==> config.mk <==
export PLATFORM = sky130hd
export DESIGN_NAME = opspec_decoder
export DESIGN_NICKNAME = d
export VERILOG_FILES = /design/src/rtl/opspec_pkg.sv /design/src/rtl/opspec_classify.sv /design/src/rtl/opspec_fsm.sv /design/src/rtl/opspec_assemble.sv /design/src/rtl/opspec_decoder.sv
export SDC_FILE = /design/constraint.sdc
export NUM_CORES = 1
export LEC_CHECK = 0
export ABC_AREA = 0
export CORE_ASPECT_RATIO = 1.4
export CORE_MARGIN = 3
export CORE_UTILIZATION = 40
export DETAILED_ROUTE_END_ITERATION = 16
export DONT_BUFFER_PORTS = 1
export PLACE_DENSITY_LB_ADDON = 0.2
export SYNTH_ARGS = -nofsm -noshare
export SYNTH_HDL_FRONTEND = slang
export SYNTH_HIERARCHICAL = 1
export SYNTH_SLANG_ARGS = --single-unit
==> constraint.sdc <==
create_clock -name clk -period 3.9 [get_ports clk]
set_input_delay 0.39 -clock clk [delete_from_list [all_inputs] [get_ports clk]]
set_output_delay 0.39 -clock clk [all_outputs]
set_load 0.005 [all_outputs]
==> src/rtl/opspec_pkg.sv <==
package opspec_pkg;

    localparam int LEN_W = 4;
    localparam int VAL_W = 32;
    localparam logic [3:0] PC_REG = 4'hF;

    typedef enum logic [1:0] {
        ST_MODE,
        ST_EXT,
        ST_EMIT
    } dec_state_e;

    typedef struct packed {
        logic [LEN_W-1:0] ext_cnt;
        logic [LEN_W-1:0] total_len;
        logic             is_disp;
        logic             short_lit;
        logic             deferred;
        logic             immediate;
        logic             absolute;
        logic             index;
        logic             error;
    } spec_class_t;

endpackage

==> src/rtl/opspec_classify.sv <==
module opspec_classify
    import opspec_pkg::*;
#(
    parameter int MAX_LEN = 6
) (
    input  logic [7:0]  mode_byte,
    input  logic [1:0]  oplen,
    output spec_class_t cls
);

    logic [3:0] mode;
    logic [3:0] rnum;

    assign mode = mode_byte[7:4];
    assign rnum = mode_byte[3:0];

    always_comb begin
        cls = '0;
        unique case (mode)
            4'h0, 4'h1, 4'h2, 4'h3: cls.short_lit = 1'b1;
            4'h4:                   cls.index = 1'b1;
            4'h5, 4'h6, 4'h7:       cls.ext_cnt = '0;
            4'h8: begin
                if (rnum == PC_REG) begin
                    cls.immediate = 1'b1;
                    cls.ext_cnt   = LEN_W'(1) << oplen;
                end
            end
            4'h9: begin
                if (rnum == PC_REG) begin
                    cls.absolute = 1'b1;
                    cls.ext_cnt  = LEN_W'(4);
                end
            end
            4'hA, 4'hB: begin
                cls.is_disp = 1'b1;
                cls.ext_cnt = LEN_W'(1);
            end
            4'hC, 4'hD: begin
                cls.is_disp = 1'b1;
                cls.ext_cnt = LEN_W'(2);
            end
            default: begin
                cls.is_disp = 1'b1;
                cls.ext_cnt = LEN_W'(4);
            end
        endcase
        cls.deferred  = cls.is_disp & mode[0];
        cls.total_len = cls.ext_cnt + LEN_W'(1);
        cls.error     = (int'(cls.total_len) > MAX_LEN);
    end

endmodule

==> src/rtl/opspec_fsm.sv <==
module opspec_fsm
    import opspec_pkg::*;
(
    input  logic             clk,
    input  logic             rst_n,
    input  logic             in_valid,
    input  logic             out_ready,
    input  logic [LEN_W-1:0] mode_ext_cnt,
    input  logic             mode_error,
    output logic             in_ready,
    output logic             out_valid,
    output logic             take_mode,
    output logic             take_ext,
    output logic [LEN_W-1:0] ext_idx
);

    dec_state_e       state_q, state_d;
    logic [LEN_W-1:0] remain_q;
    logic [LEN_W-1:0] idx_q;

    always_ff @(posedge clk or negedge rst_n) begin
        if (!rst_n) begin
            state_q  <= ST_MODE;
            remain_q <= '0;
            idx_q    <= '0;
        end else begin
            state_q <= state_d;
            if (take_mode) begin
                remain_q <= mode_ext_cnt;
                idx_q    <= '0;
            end else if (take_ext) begin
                remain_q <= remain_q - LEN_W'(1);
                idx_q    <= idx_q + LEN_W'(1);
            end
        end
    end

    always_comb begin
        state_d = state_q;
        unique case (state_q)
            ST_MODE: begin
                if (in_valid) begin
                    if (mode_error || mode_ext_cnt == '0) state_d = ST_EMIT;
                    else                                  state_d = ST_EXT;
                end
            end
            ST_EXT: begin
                if (in_valid && remain_q == LEN_W'(1)) state_d = ST_EMIT;
            end
            ST_EMIT: begin
                if (out_ready) state_d = ST_MODE;
            end
            default: state_d = ST_MODE;
        endcase
    end

    always_comb begin
        in_ready  = 1'b0;
        out_valid = 1'b0;
        unique case (state_q)
            ST_MODE: in_ready  = 1'b1;
            ST_EXT:  in_ready  = 1'b1;
            ST_EMIT: out_valid = 1'b1;
            default: ;
        endcase
        take_mode = (state_q == ST_MODE) && in_valid;
        take_ext  = (state_q == ST_EXT) && in_valid;
        ext_idx   = idx_q;
    end

endmodule

==> src/rtl/opspec_assemble.sv <==
module opspec_assemble
    import opspec_pkg::*;
(
    input  logic             clk,
    input  logic             rst_n,
    input  logic             take_mode,
    input  logic             take_ext,
    input  logic [LEN_W-1:0] ext_idx,
    input  logic [7:0]       in_byte,
    input  spec_class_t      cls,
    output logic [3:0]       rec_mode,
    output logic [3:0]       rec_reg,
    output logic [LEN_W-1:0] rec_len,
    output logic [VAL_W-1:0] rec_value,
    output logic             rec_deferred,
    output logic             rec_immediate,
    output logic             rec_absolute,
    output logic             rec_index,
    output logic             rec_error
);

    localparam int NBYTES = VAL_W / 8;

    spec_class_t      cls_q;
    logic [3:0]       mode_q;
    logic [3:0]       reg_q;
    logic [VAL_W-1:0] raw_q;

    always_ff @(posedge clk or negedge rst_n) begin
        if (!rst_n) begin
            cls_q  <= '0;
            mode_q <= '0;
            reg_q  <= '0;
            raw_q  <= '0;
        end else if (take_mode) begin
            cls_q  <= cls;
            mode_q <= in_byte[7:4];
            reg_q  <= in_byte[3:0];
            raw_q  <= cls.short_lit ? VAL_W'(in_byte[5:0]) : '0;
        end else if (take_ext) begin
            for (int b = 0; b < NBYTES; b++) begin
                if (ext_idx == LEN_W'(b)) raw_q[b*8 +: 8] <= in_byte;
            end
        end
    end

    always_comb begin
        rec_value = raw_q;
        if (cls_q.is_disp) begin
            unique case (cls_q.ext_cnt)
                LEN_W'(1): rec_value = {{(VAL_W-8){raw_q[7]}}, raw_q[7:0]};
                LEN_W'(2): rec_value = {{(VAL_W-16){raw_q[15]}}, raw_q[15:0]};
                default:   rec_value = raw_q;
            endcase
        end
    end

    assign rec_mode      = mode_q;
    assign rec_reg       = reg_q;
    assign rec_len       = cls_q.total_len;
    assign rec_deferred  = cls_q.deferred;
    assign rec_immediate = cls_q.immediate;
    assign rec_absolute  = cls_q.absolute;
    assign rec_index     = cls_q.index;
    assign rec_error     = cls_q.error;

endmodule

==> src/rtl/opspec_decoder.sv <==
module opspec_decoder
    import opspec_pkg::*;
#(
    parameter int MAX_LEN = 6
) (
    input  logic        clk,
    input  logic        rst_n,
    input  logic        in_valid,
    input  logic [7:0]  in_byte,
    input  logic [1:0]  in_oplen,
    output logic        in_ready,
    output logic        out_valid,
    input  logic        out_ready,
    output logic [3:0]  out_mode,
    output logic [3:0]  out_reg,
    output logic [3:0]  out_len,
    output logic [31:0] out_value,
    output logic        out_deferred,
    output logic        out_immediate,
    output logic        out_absolute,
    output logic        out_index,
    output logic        out_error
);

    spec_class_t      cls;
    logic             take_mode;
    logic             take_ext;
    logic [LEN_W-1:0] ext_idx;

    opspec_classify #(.MAX_LEN(MAX_LEN)) i_classify (
        .mode_byte (in_byte),
        .oplen     (in_oplen),
        .cls       (cls)
    );

    opspec_fsm i_fsm (
        .clk          (clk),
        .rst_n        (rst_n),
        .in_valid     (in_valid),
        .out_ready    (out_ready),
        .mode_ext_cnt (cls.ext_cnt),
        .mode_error   (cls.error),
        .in_ready     (in_ready),
        .out_valid    (out_valid),
        .take_mode    (take_mode),
        .take_ext     (take_ext),
        .ext_idx      (ext_idx)
    );

    opspec_assemble i_assemble (
        .clk           (clk),
        .rst_n         (rst_n),
        .take_mode     (take_mode),
        .take_ext      (take_ext),
        .ext_idx       (ext_idx),
        .in_byte       (in_byte),
        .cls           (cls),
        .rec_mode      (out_mode),
        .rec_reg       (out_reg),
        .rec_len       (out_len),
        .rec_value     (out_value),
        .rec_deferred  (out_deferred),
        .rec_immediate (out_immediate),
        .rec_absolute  (out_absolute),
        .rec_index     (out_index),
        .rec_error     (out_error)
    );

endmodule

Word level (Yosys, flattened, before mapping):

Cells that the tools add are included.

* register bits: 64
* bits in latches: 0
* memory bits (writable): 0
* memory bits (read-only): 0
* bits of input ports: 14
* output and inout port bits: 51
* memories kept: 0

* add/sub/neg operators: 3
* multipliers: 0
* div/mod/pow operators: 0
* order comparisons: 1
* eq/ne operators: 25
* shift operators: 1
* muxes and demuxes: 29
* bitwise operators: 1
* reductions and logical operators: 24

Operator list (count)
* $mux W32: 3
* $pmux W32 S2: 1
* $mux W8: 4
* $eq A4 B4 Y1 const B: 7
* $eq A4 B2 Y1 const B: 5
* $mux W4: 5
* $pmux W4 S5: 1
* $eq A4 B1 Y1 const B: 4
* $eq A4 B3 Y1 const B: 4
* $logic_not A4 Y1: 3
* $reduce_bool A2 Y1: 5
* $reduce_or A10 Y1: 1
* $add A4 B1 Y4 const B: 2
* $mux W1: 8
* $mux W2: 4
* $reduce_and A2 Y1: 4
* $reduce_or A8 Y1: 1
* $mux W6: 1
* $pmux W2 S3: 1
* $reduce_or A2 Y1: 3
* $gt A4 B3 Y1 const B: 1
* $ne A2 B2 Y1 const B: 2
* $reduce_or A4 Y1: 1
* $shl A1 B2 Y4 const A: 1
* other kinds (10): 12

Logic depth before layout (Yosys ltp):

Gate-level depths: netlist of the first run.

* word-level depth: 9
* mapped depth: 12

Hierarchy:

The synthesis of the first run kept the hierarchy.

Modules (own cells, without submodules)
* opspec_assemble: instances 1, cells each 228, area each 2655.0 µm², sequential area each 1351.3 µm²
* opspec_fsm: instances 1, cells each 62, area each 580.6 µm², sequential area each 250.2 µm²
* opspec_classify: instances 1, cells each 34, area each 225.2 µm², sequential area each 0.0 µm²

Least setup slack after synthesis of the first run:

OpenSTA, ideal clock, no wires.

* path kind: input -> register
* from: in in_byte[7]
* to: reg i_fsm.state_q[1]
* setup time: 0.126 ns
* data arrival time: 2.488 ns
* data required time: 3.774 ns
* slack: 1.287 ns
* stages: 12
* buffers on the path: 1
* cells stage by stage: clkbuf_2 -> and3_2 -> nand2_2 -> or2_4 -> o32ai_1 -> ha_1 -> inv_1 -> a21o_1 -> a31o_2 -> nor3_1 -> a32oi_2 -> o311a_1

RTL lines
* from (decl): line opspec_decoder.sv:9 `input logic [7:0] in_byte,`
* to (signal assigned): line opspec_fsm.sv:27 `state_q <= state_d;`
* to (decl): line opspec_fsm.sv:17 `dec_state_e state_q, state_d;`

Final worst setup path of the first run:

* from: reg i_fsm.state_q[0]
* to: reg i_assemble.raw_q[2]

* word-level cells in the longest chain between the ends: 4
* elaborated cells on any way between the ends: 8
* classes of those cells: 1 x eq/ne; 1 x mux; 6 x reduce/logical

Ends and longest elaborated chain
* $eq A2 B1 Y1: line opspec_fsm.sv:67 `take_ext = (state_q == ST_EXT) && in_valid;`
* $logic_and A1 B1 Y1: line opspec_fsm.sv:67
* via take_ext: line opspec_decoder.sv:27 `logic take_ext;`
* $reduce_bool A2 Y1 (no source line)
* $reduce_and A2 Y1 (no source line)
* to (signal assigned): line opspec_assemble.sv:39 `raw_q <= cls.short_lit ? VAL_W'(in_byte[5:0]) : '0;`
* to (signal, indexed assignment): line opspec_assemble.sv:42 `if (ext_idx == LEN_W'(b)) raw_q[b*8 +: 8] <= in_byte;`
* to (decl): line opspec_assemble.sv:27 `logic [VAL_W-1:0] raw_q;`

The timed path passes the listed nets, and every way through them passes these cells.
A chain may end at the register's enable or synchronous reset.

==> impl_results.md, run 1 <==
* Placeable Area at 0.00830 mm²
* Slew @ Worst Pin at 0.789 ns
* Mux cell area share after synthesis at 0.147
* DR WL/cell at 19.5 µm
* Largest registers: i_assemble/raw_q x32, i_assemble/cls_q x5
* CP endpoint: i_assemble/raw_q[2]
* Largest net degree at the start of global routing at 65
* Kind of critical path: reg2reg
* Clock transition at the registers of the reported paths at 0.05 ns
* Root Driver: clkbuf_16
* Share of the synthesized area in the top cell type at 0.463
* Synth cell types at 50
* # DRC at 0
* Setup violators final at 0
* Overall Global Routing Usage at 0.171
* Vias in the first global route at 2334
* Port Buf Inserts at 0
* Number of H-tree levels at 3
* Synth top area cells: dfrtp_1 46%, mux2_2 7.5%, mux2i_1 7.2%
* Clock skew at 0.00447 ns
* Via-to-Cell Ratio at 5.69
* DRT antenna net count at 0
* CP arrival at 2.77 ns
* Initial Util at 0.417
* Max Cap Viol at 0
* First-pass GRT wire length at 12800 µm
* Dpl cell area at 0.00344 mm²
* Max reg flops at 32
* Worst-case reg-to-reg path depth at 5
* Total negative setup slack at 0 ns
* IO Count at 65
* Detailed Place HPWL at 5570 µm
* CTS resizes at 0
* Share of the yosys chip area belonging to registers at 0.463
* Compound-Gate Fraction of Synth Area at 0.128
* Nets at 327
* Routed WL at 8050 µm
* Max VDD drop at 0.281 mV
* Reg2reg start: i_fsm/state_q[0]
* Fin. Hold Viols at 0
* Share of cells above drive strength 1 at 0.151
* CP max FO at 14
* Num CTS Buffers at 9
* RSZ-0062 raised after global routing: false
* Cell taking the most area after synthesis: dfrtp_1
* Leakage at 0.00192 µW
* Simple-gate share of the synthesized area at 0.184
* Number of synthesized flops with an enable pin at 0
* Inserted Diodes at 0
* Netlist Area Pre-Place at 0.00346 mm²
* Pins Over Slew Limit at 0
* Worst-skew pair later-pin latency at 0.33 ns
* Horiz. Die Dim at 84.6 µm
* Async SR Flop Fraction at 1.00
* R2r endpoint: i_assemble/raw_q[2]
* Synth Area in Adders at 0.0181
* CTS tree: built
* Status: completed
* Post-Synth XOR/XNOR Area at 0.00253
* YS warnings at 6
* Total gr overflow at 0
* Max Fclk at 390 MHz
* Setup crit start kind: flip-flop
* CP Launch Point: i_fsm/state_q[0]
* Post-synthesis register bit count at 64
* Initial DRC Count at 139
* Synthesized net count at 343
* Largest family of logic cells by synthesized area: simple AND/OR/NAND/NOR gates
* Final instance area at 0.00373 mm²
* GP Congestion at 0.833
* Worst Path Required at 4.11 ns
* Initial antenna violation count at 0
* Pre-antenna DRT Iters at 4
* Synth-to-Final Area Change at 7.74%
* Average cell area after synthesis at 10.7 µm²
* Slew Limit Headroom at 0.474
* Clk buf depth at 2
* Primary FF master, synth: dfrtp_1
* Die area at 0.00982 mm²
* Largest Register: i_assemble/raw_q
* Clock Sinks at 64
* Period utilization at 0.657
* Power per Cell Area at 594 mW/mm²
* Vias at 2350
* Crit end category: flip-flop
* Final min period at 2.56 ns
* Core Rows at 39
* Setup WS post-layout at 1.34 ns
* Placement Setup Slack at 1.04 ns
* Hold WC Path Type: in2reg
* Synth Instances at 324
* Die H at 116 µm
* R2R Setup Slk at 1.34 ns
-- cells by family (layout without fill, tap and decap cells) --
logic type                 after synthesis  in the layout
adders and majority gates                5              5
AOI/OAI and AO/OA                       62             62
buffers and inverters                   39             26
xor gates and xnor gates                 1              1
and+or+nand+nor                        105            105
muxes                                   48             48
DFF                                     64             64
-- layout make-up --
class / count / area [µm²]
fill: 780 / 4570
multi-input combinational: 221 / 1660
sequential: 64 / 1600
clock buffer: 13 / 250
tap: 102 / 128
timing repair buffer: 4 / 52.6
inverter: 8 / 30.0
clock inverter: 1 / 5.00
-- Yosys cell counts (all sizes together) (2+ instances only) --
master  instances
nand2          14
nor2b          13
nand2b         33
ha              5
clkbuf         14
o32ai           2
a221o           2
and3            3
dfrtp          64
nor2            6
or3b            2
or2             2
inv             8
o21ai          13
mux2i          25
nor3            8
a21o           25
buf            17
nand3b          5
and2            3
or4             2
a21oi           6
nor3b           3
nand3           6
o211ai          6
mux2           23
-- power breakdown --
part	total, µW	switching [µW]	internal, µW
Clock	699	261	439
Sequential	975	158	817
Combinational	540	278	263
-- through the flow --
stage	std cells	power, µW	hold slack (ns)	util
floorplan	324	1430	0.0944	-
global placement	397	1510	0.0987	0.414
detailed placement	397	1520	0.0987	0.414
CTS	413	2250	0.197	0.449
global route	413	2350	0.204	0.449
finish	413	2210	0.213	0.449
-- per-layer routing --
metal	up-vias	wire, µm	GRT usage
li1	1105	-	-
met2	81	3770	0.261
met5	-	0	0
met1	1147	3470	0.216
met4	0	224	0.0919
met3	17	581	0.0541
-- worst min path at each step --
| stage | from | end | slack, ns | depth (start not counted) |
|---|---|---|---|---|
| detailed placement | rst_n | i_assemble/raw_q[25] | 0.1 | 0 |
| floorplan | rst_n | i_assemble/cls_q[11] | 0.09 | 0 |
| global route | in_byte[2] | i_assemble/rec_reg[2] | 0.20 | 1 |
| finish | in_byte[4] | i_assemble/raw_q[4] | 0.21 | 2 |
| CTS | in_byte[5] | i_assemble/rec_mode[1] | 0.20 | 1 |
| global placement | rst_n | i_assemble/raw_q[25] | 0.1 | 0 |
-- repair_timing --
item	CTS	global route
hold endpoints to repair	64	0
setup buffers	0	0
hold buffers	2	0
-- worst max-delay path: stages, from the launching register on --
cell and delay, ns:
dfrtp_1 0.59, inv_1 0.23, nor2_1 0.20, or4b_1 0.62
or2_0 0.43, a221o_1 0.39
-- placed cells by master, fill, tap and decap left out, types with 7 or more instances in the layout --
cell,synthesis,routed
dfrtp_1,64,64
nand2b_1,33,33
a21o_1,25,25
mux2i_1,25,25
mux2_2,23,23
nand2_1,13,13
nor2b_1,13,13
o21ai_0,10,10
clkbuf_16,0,9
nor3_1,8,8
inv_1,8,7
Note: power is estimated with default switching activity, not from simulation.
==> run 2, diff against run 1 <==
==> constraint.sdc (replaced) <==
create_clock -name clk -period 2.53 [get_ports clk]
set_input_delay 0.253 -clock clk [delete_from_list [all_inputs] [get_ports clk]]
set_output_delay 0.253 -clock clk [all_outputs]
set_load 0.005 [all_outputs]
==> run 2 against run 1 <==
Compared with the run above: sequential share of layout area fell by 1.8 points; critical endpoint is now i_assemble/raw_q[3]; sequential power grew 54%; combinational power increased by 64%; critical path depth did not move; clock power up 89%; power is 68% higher; clock-buffer cell count decreased by 1; flip-flop and latch count unchanged.
==> impl_results.md, run 2 (synthesis gave the netlist of run 1 again) <==
* Most common cell after layout, fill and taps aside: dfrtp_1
* Worst-skew pair later-pin latency at 0.33 ns (about the same)
* Hold Path End: i_assemble/rec_reg[2]
* Period utilization at 0.871 (+0.214)
* Max Cap Viol at 0 (unchanged)
* Worst Path Required at 2.74 ns (-1.37 ns)
* Power per Cell Area at 954 mW/mm² (+61%)
* RSZ-0062 raised after global routing: false
* Area taken by multi-input logic gates at 0.00166 mm² (unchanged)
* DRT antenna net count at 0 (unchanged)
* # DRC at 0 (unchanged)
* Number of fill cells in the layout at 807 (+3.5%)
* CTS tree: built
* Worst path top cell family by delay: simple AND/OR/NAND/NOR gates
* Setup violators final at 0 (unchanged)
* CTS resizes at 0 (unchanged)
* Vias in the first global route at 2407 (+3.1%)
* Hold path depth at 1 (-1)
* Overall Global Routing Usage at 0.174 (+0.00299)
* Vias at 2408 (+2.5%)
* Final instance area at 0.00389 mm² (+4.3%)
* Nets at 338 (+3.4%)
* Number of hold buffers added after cts at 2 (unchanged)
* Fin. Hold Viols at 0 (unchanged)
* Reg2reg start: i_fsm/state_q[1]
* Initial antenna violation count at 0 (unchanged)
* Crit end category: flip-flop
* Largest Register: i_assemble/raw_q
* Die H at 116 µm (unchanged)
* Max Fclk at 454 MHz (+16%)
* Initial DRC Count at 159 (+14%)
* Setup crit start kind: flip-flop
* CP arrival at 2.41 ns (-0.36 ns)
* Port Buf Inserts at 0 (unchanged)
* R2r endpoint: i_assemble/raw_q[3]
* Die area at 0.00982 mm² (unchanged)
* Clock transition at the registers of the reported paths at 0.05 ns (about the same)
* Worst-case reg-to-reg path depth at 5 (unchanged)
* Root Driver: clkbuf_16
* Largest registers: i_assemble/raw_q x32, i_assemble/cls_q x5
* Max reg flops at 32 (unchanged)
* Slew @ Worst Pin at 0.596 ns (-0.193 ns)
* Dpl cell area at 0.00353 mm² (+2.8%)
* Via-to-Cell Ratio at 5.67 (-0.43%)
* Setup Buffers After CTS at 0 (unchanged)
* CP max FO at 9 (-5)
* Routed WL at 8180 µm (+1.6%)
* Cell Chain, Critical Path: nand2b_1 -> nor2_1 -> or4b_1 -> or2_0 -> a221o_1
* Synth-to-Final Area Change at 12.4%
* Most frequent cells in the layout: 64 x dfrtp_1, 33 x nand2b_1, 25 x a21o_1, 25 x mux2i_1, 23 x mux2_2
* Pins Over Slew Limit at 0 (unchanged)
* Slew Limit Headroom at 0.602 (+0.128)
* Clk buf depth at 2 (unchanged)
* Max VDD drop at 0.408 mV (+45%)
* GP Congestion at 0.855 (+2.7%)
* R2R Setup Slk at 0.33 ns (-1.01 ns)
* Clock Sinks at 64 (unchanged)
* Final min period at 2.20 ns (-0.357 ns)
* Pre-antenna DRT Iters at 4 (unchanged)
* Hold path start: in_byte[2]
* Crit-path max cell delay at 0.49 ns (-0.13 ns)
* Largest net degree at the start of global routing at 65 (unchanged)
* IO Count at 65 (unchanged)
* Total gr overflow at 0 (unchanged)
* DR WL/cell at 19.3 µm (-1.3%)
* Detailed Place HPWL at 5750 µm (+3.3%)
* Share of cells above drive strength 1 at 0.189 (+0.0377)
* Status: completed
* Core Rows at 39 (unchanged)
* Hold WC Path Type: in2reg
* Slowest-stage cell, CP: or4b_1
* Clock skew at 0.00734 ns (+0.00287 ns)
* First-pass GRT wire length at 13100 µm (+2.1%)
* Sequential Area at 0.00160 mm² (unchanged)
* Horiz. Die Dim at 84.6 µm (unchanged)
* Kind of critical path: reg2reg
* Placeable Area at 0.00830 mm² (unchanged)
* Number of H-tree levels at 3 (unchanged)
* Inserted Diodes at 0 (unchanged)
* Buf+Inv Stages, Crit Path at 0 (-1)
* Total negative setup slack at 0 ns (unchanged)
* Initial Util at 0.417 (unchanged)
* Leakage at 0.00201 µW (+4.7%)
* Num CTS Buffers at 9 (unchanged)
run 2: cell count changes in the layout (fill, tap and decap cells not counted):
cell / previous run / this run
buf_12: 0 / 1
buf_4: 2 / 12
clkbuf_8: 1 / 2
clkbuf_1: 3 / 1
bufinv_16: 0 / 2
run 2: worst reg2reg max path: cells and delay by family (launching register included):
family,cells,cell delay (ns)
AND/OR/NAND/NOR,4,1.30
AO/OA/AOI/OAI,1,0.34
flip-flops,1,0.45
run 2: layer usage:
layer  GRT usage  share of wire
met1       0.219           0.43
met2       0.268           0.47
met3      0.0562          0.072
met4      0.0887          0.032
met5           0              0
run 2: worst max-delay path by stage:
stage / start / end / slack (ns) / cells past startpoint
after floorplan: in_byte[7] / i_fsm/state_q[1] / 0.05 / 12
after CTS: i_fsm/state_q[1] / i_assemble/raw_q[3] / 0.32 / 5
after detailed placement: in_byte[6] / i_fsm/state_q[1] / 0.16 / 12
final: i_fsm/state_q[1] / i_assemble/raw_q[3] / 0.33 / 5
after global placement: in_byte[6] / i_fsm/state_q[1] / 0.18 / 12
after global routing: i_fsm/state_q[1] / i_assemble/raw_q[29] / 0.17 / 5
run 2: layout make-up:
class | instances | area share
multi-input combinational | 221 | 0.427
sequential | 64 | 0.412
clock buffer | 12 | 0.0659
timing repair buffer | 15 | 0.0380
tap | 102 | 0.0328
clock inverter | 3 | 0.0167
inverter | 8 | 0.00772
run 2: per-stage QoR:
step                      setup slack (ns)  cells  total power [µW]  hold slack [ns]   util
after floorplan                     0.0535    324              2210          -0.0426      -
after global placement               0.175    408              2380          -0.0400  0.426
after detailed placement             0.160    408              2390          -0.0389  0.426
after CTS                            0.321    425              3770           0.0588  0.469
after global routing                 0.166    425              3930           0.0625  0.469
final                                0.326    425              3710           0.0754  0.469
run 2: report_power, final:
group	switching, µW	internal, µW	leakage [µW]
clock network	417	908	0.000159
registers	242	1260	0.000854
logic	442	445	0.00100
total	1100	2610	0.00201
==> run 3, diff against run 2 <==
--- a/config.mk
+++ b/config.mk
@@ -12,6 +12,7 @@
 export DETAILED_ROUTE_END_ITERATION = 16
 export DONT_BUFFER_PORTS = 1
 export PLACE_DENSITY_LB_ADDON = 0.2
+export RECOVER_POWER = 25
 export SYNTH_ARGS = -nofsm -noshare
 export SYNTH_HDL_FRONTEND = slang
 export SYNTH_HIERARCHICAL = 1
==> run 3 against run 2 <==
Compared with the run above: die area unchanged; clock-buffer cell count unchanged; routed wire length about the same; the run now ends with capacitance limit, slew limit left; utilization down 0.27 points; cell count did not move; critical path type unchanged; largest cell class unchanged.
==> impl_results.md, run 3 (synthesis gave the netlist of run 1 again) <==
* Status: finished, violations left
* Failing checks: capacitance limit, slew limit
* Worst Path Required at 2.74 ns (about the same)
* # DRC at 0 (unchanged)
* Max VDD drop at 0.408 mV (unchanged)
* Overall Global Routing Usage at 0.174 (unchanged)
* Root Driver: clkbuf_16
* Area taken by multi-input logic gates at 0.00166 mm² (unchanged)
* Initial Util at 0.417 (unchanged)
* GP Congestion at 0.855 (unchanged)
* Max Fclk at 454 MHz (about the same)
* Routed WL at 8190 µm (about the same)
* Pre-antenna DRT Iters at 4 (unchanged)
* Crit end category: flip-flop
* Period utilization at 0.871 (about the same)
* Number of H-tree levels at 3 (unchanged)
* Vias at 2409 (+0.042%)
* Largest registers: i_assemble/raw_q x32, i_assemble/cls_q x5
* Hold path depth at 1 (unchanged)
* Worst-skew pair later-pin latency at 0.33 ns (about the same)
* Max reg flops at 32 (unchanged)
* Num CTS Buffers at 9 (unchanged)
* Most frequent cells in the layout: 64 x dfrtp_1, 33 x nand2b_1, 25 x a21o_1, 25 x mux2i_1, 23 x mux2_2
* Pins Over Slew Limit at 65 (+65)
* Largest net degree at the start of global routing at 65 (unchanged)
* Clock skew at 0.00733 ns (-0.0000123 ns)
* Horiz. Die Dim at 84.6 µm (unchanged)
* Placeable Area at 0.00830 mm² (unchanged)
* Vias in the first global route at 2407 (unchanged)
* Synth-to-Final Area Change at 11.7%
* Tot Pwr at 3710 µW (-0.11%)
* Kind of critical path: reg2reg
* DRT antenna net count at 0 (unchanged)
* Core Rows at 39 (unchanged)
* Placement Setup Slack at 0.160 ns (unchanged)
* Die H at 116 µm (unchanged)
* Reg2reg start: i_fsm/state_q[1]
* Inserted Diodes at 0 (unchanged)
* R2r endpoint: i_assemble/raw_q[3]
* Total negative setup slack at 0 ns (unchanged)
* Via-to-Cell Ratio at 5.67 (about the same)
* Leakage at 0.00200 µW (-0.42%)
* Initial DRC Count at 159 (unchanged)
* R2R Setup Slk at 0.33 ns (about the same)
* Nets at 338 (unchanged)
* Setup WS post-layout at 0.325 ns (-0.000542 ns)
* CP max FO at 9 (unchanged)
* Number of fill cells in the layout at 810 (+0.37%)
* Power per Cell Area at 959 mW/mm² (+0.47%)
* Setup crit start kind: flip-flop
* CTS tree: built
* Final min period at 2.20 ns (+0.000542 ns)
* Detailed Place HPWL at 5750 µm (unchanged)
* Port Buf Inserts at 0 (unchanged)
* Slew Limit Headroom at -0.0529 (-0.655)
* Setup violators final at 0 (unchanged)
* Largest Register: i_assemble/raw_q
* Hold Path End: i_assemble/rec_reg[2]
* Clock transition at the registers of the reported paths at 0.05 ns (about the same)
* Hold WC Path Type: in2reg
* Total gr overflow at 0 (unchanged)
* DR WL/cell at 19.3 µm (about the same)
* Max Cap Viol at 1 (+1)
* Initial antenna violation count at 0 (unchanged)
* Sequential Area at 0.00160 mm² (unchanged)
* Worst-case reg-to-reg path depth at 5 (unchanged)
* Clk buf depth at 2 (unchanged)
* Most common cell after layout, fill and taps aside: dfrtp_1
* Die area at 0.00982 mm² (unchanged)
* Hold path start: in_byte[2]
* Slew @ Worst Pin at 1.58 ns (+0.983 ns)
* RSZ-0062 raised after global routing: false
* CP arrival at 2.41 ns (about the same)
* First-pass GRT wire length at 13100 µm (unchanged)
* Share of cells above drive strength 1 at 0.189 (unchanged)
* IO Count at 65 (unchanged)
* Fin. Hold Viols at 0 (unchanged)
* Clock Sinks at 64 (unchanged)
run 3: changes by cell type in the layout (fill, tap and decap cells not counted):
cell      change
buf_16        -1
clkbuf_2      +1
run 3: where the power goes:
part	total, µW	switching, µW	internal, µW
Clock	1320	417	908
Combinational	882	442	441
Sequential	1500	243	1260
run 3: worst max-delay path by stage:
stage / start / to / slack [ns] / cells after the start
after detailed placement: in_byte[6] / i_fsm/state_q[1] / 0.16 / 12
after global routing: i_fsm/state_q[1] / i_assemble/raw_q[29] / 0.17 / 5
after floorplan: in_byte[7] / i_fsm/state_q[1] / 0.05 / 12
final: i_fsm/state_q[1] / i_assemble/raw_q[3] / 0.33 / 5
after CTS: i_fsm/state_q[1] / i_assemble/raw_q[3] / 0.32 / 5
after global placement: in_byte[6] / i_fsm/state_q[1] / 0.18 / 12
run 3: layout make-up:
| class | instances | share of cell area |
|---|---|---|
| inverters | 8 | 0.00776 |
| repair buffers | 15 | 0.0324 |
| clock inverters | 3 | 0.0168 |
| clock buffers | 12 | 0.0663 |
| flip-flops and latches | 64 | 0.414 |
| multi-input cells | 221 | 0.430 |
| well taps | 102 | 0.0330 |
run 3: metal layers:
layer,global-route usage,routed length (µm),up-vias
li1,-,-,1122
met2,0.268,3830,74
met1,0.219,3510,1194
met5,0,0,-
met4,0.0887,255,0
met3,0.0562,587,19
run 3: per-stage QoR:
step,hold WS [ns],util,area (µm²),cells
2_1_floorplan,-0.0426,-,3460,324
3_3_place_gp,-0.0400,0.426,3530,408
3_5_place_dp,-0.0389,0.426,3530,408
4_1_cts,0.0588,0.469,3890,425
5_1_grt,0.0625,0.466,3870,425
6_report,0.0754,0.466,3870,425
run 3: timing repair:
item | CTS | global route
endpoints found under the setup margin | 0 | 0
hold endpoints to repair | 64 | 0
gates resized for setup | 0 | 0
hold buffers | 2 | 0
setup buffers | 0 | 0
run 3: worst max-delay path, stage by stage (launching register included):
cell and delay [ns]:
dfrtp_1 0.45, nand2b_1 0.30, nor2_1 0.23, or4b_1 0.49
or2_0 0.28, a221o_1 0.34
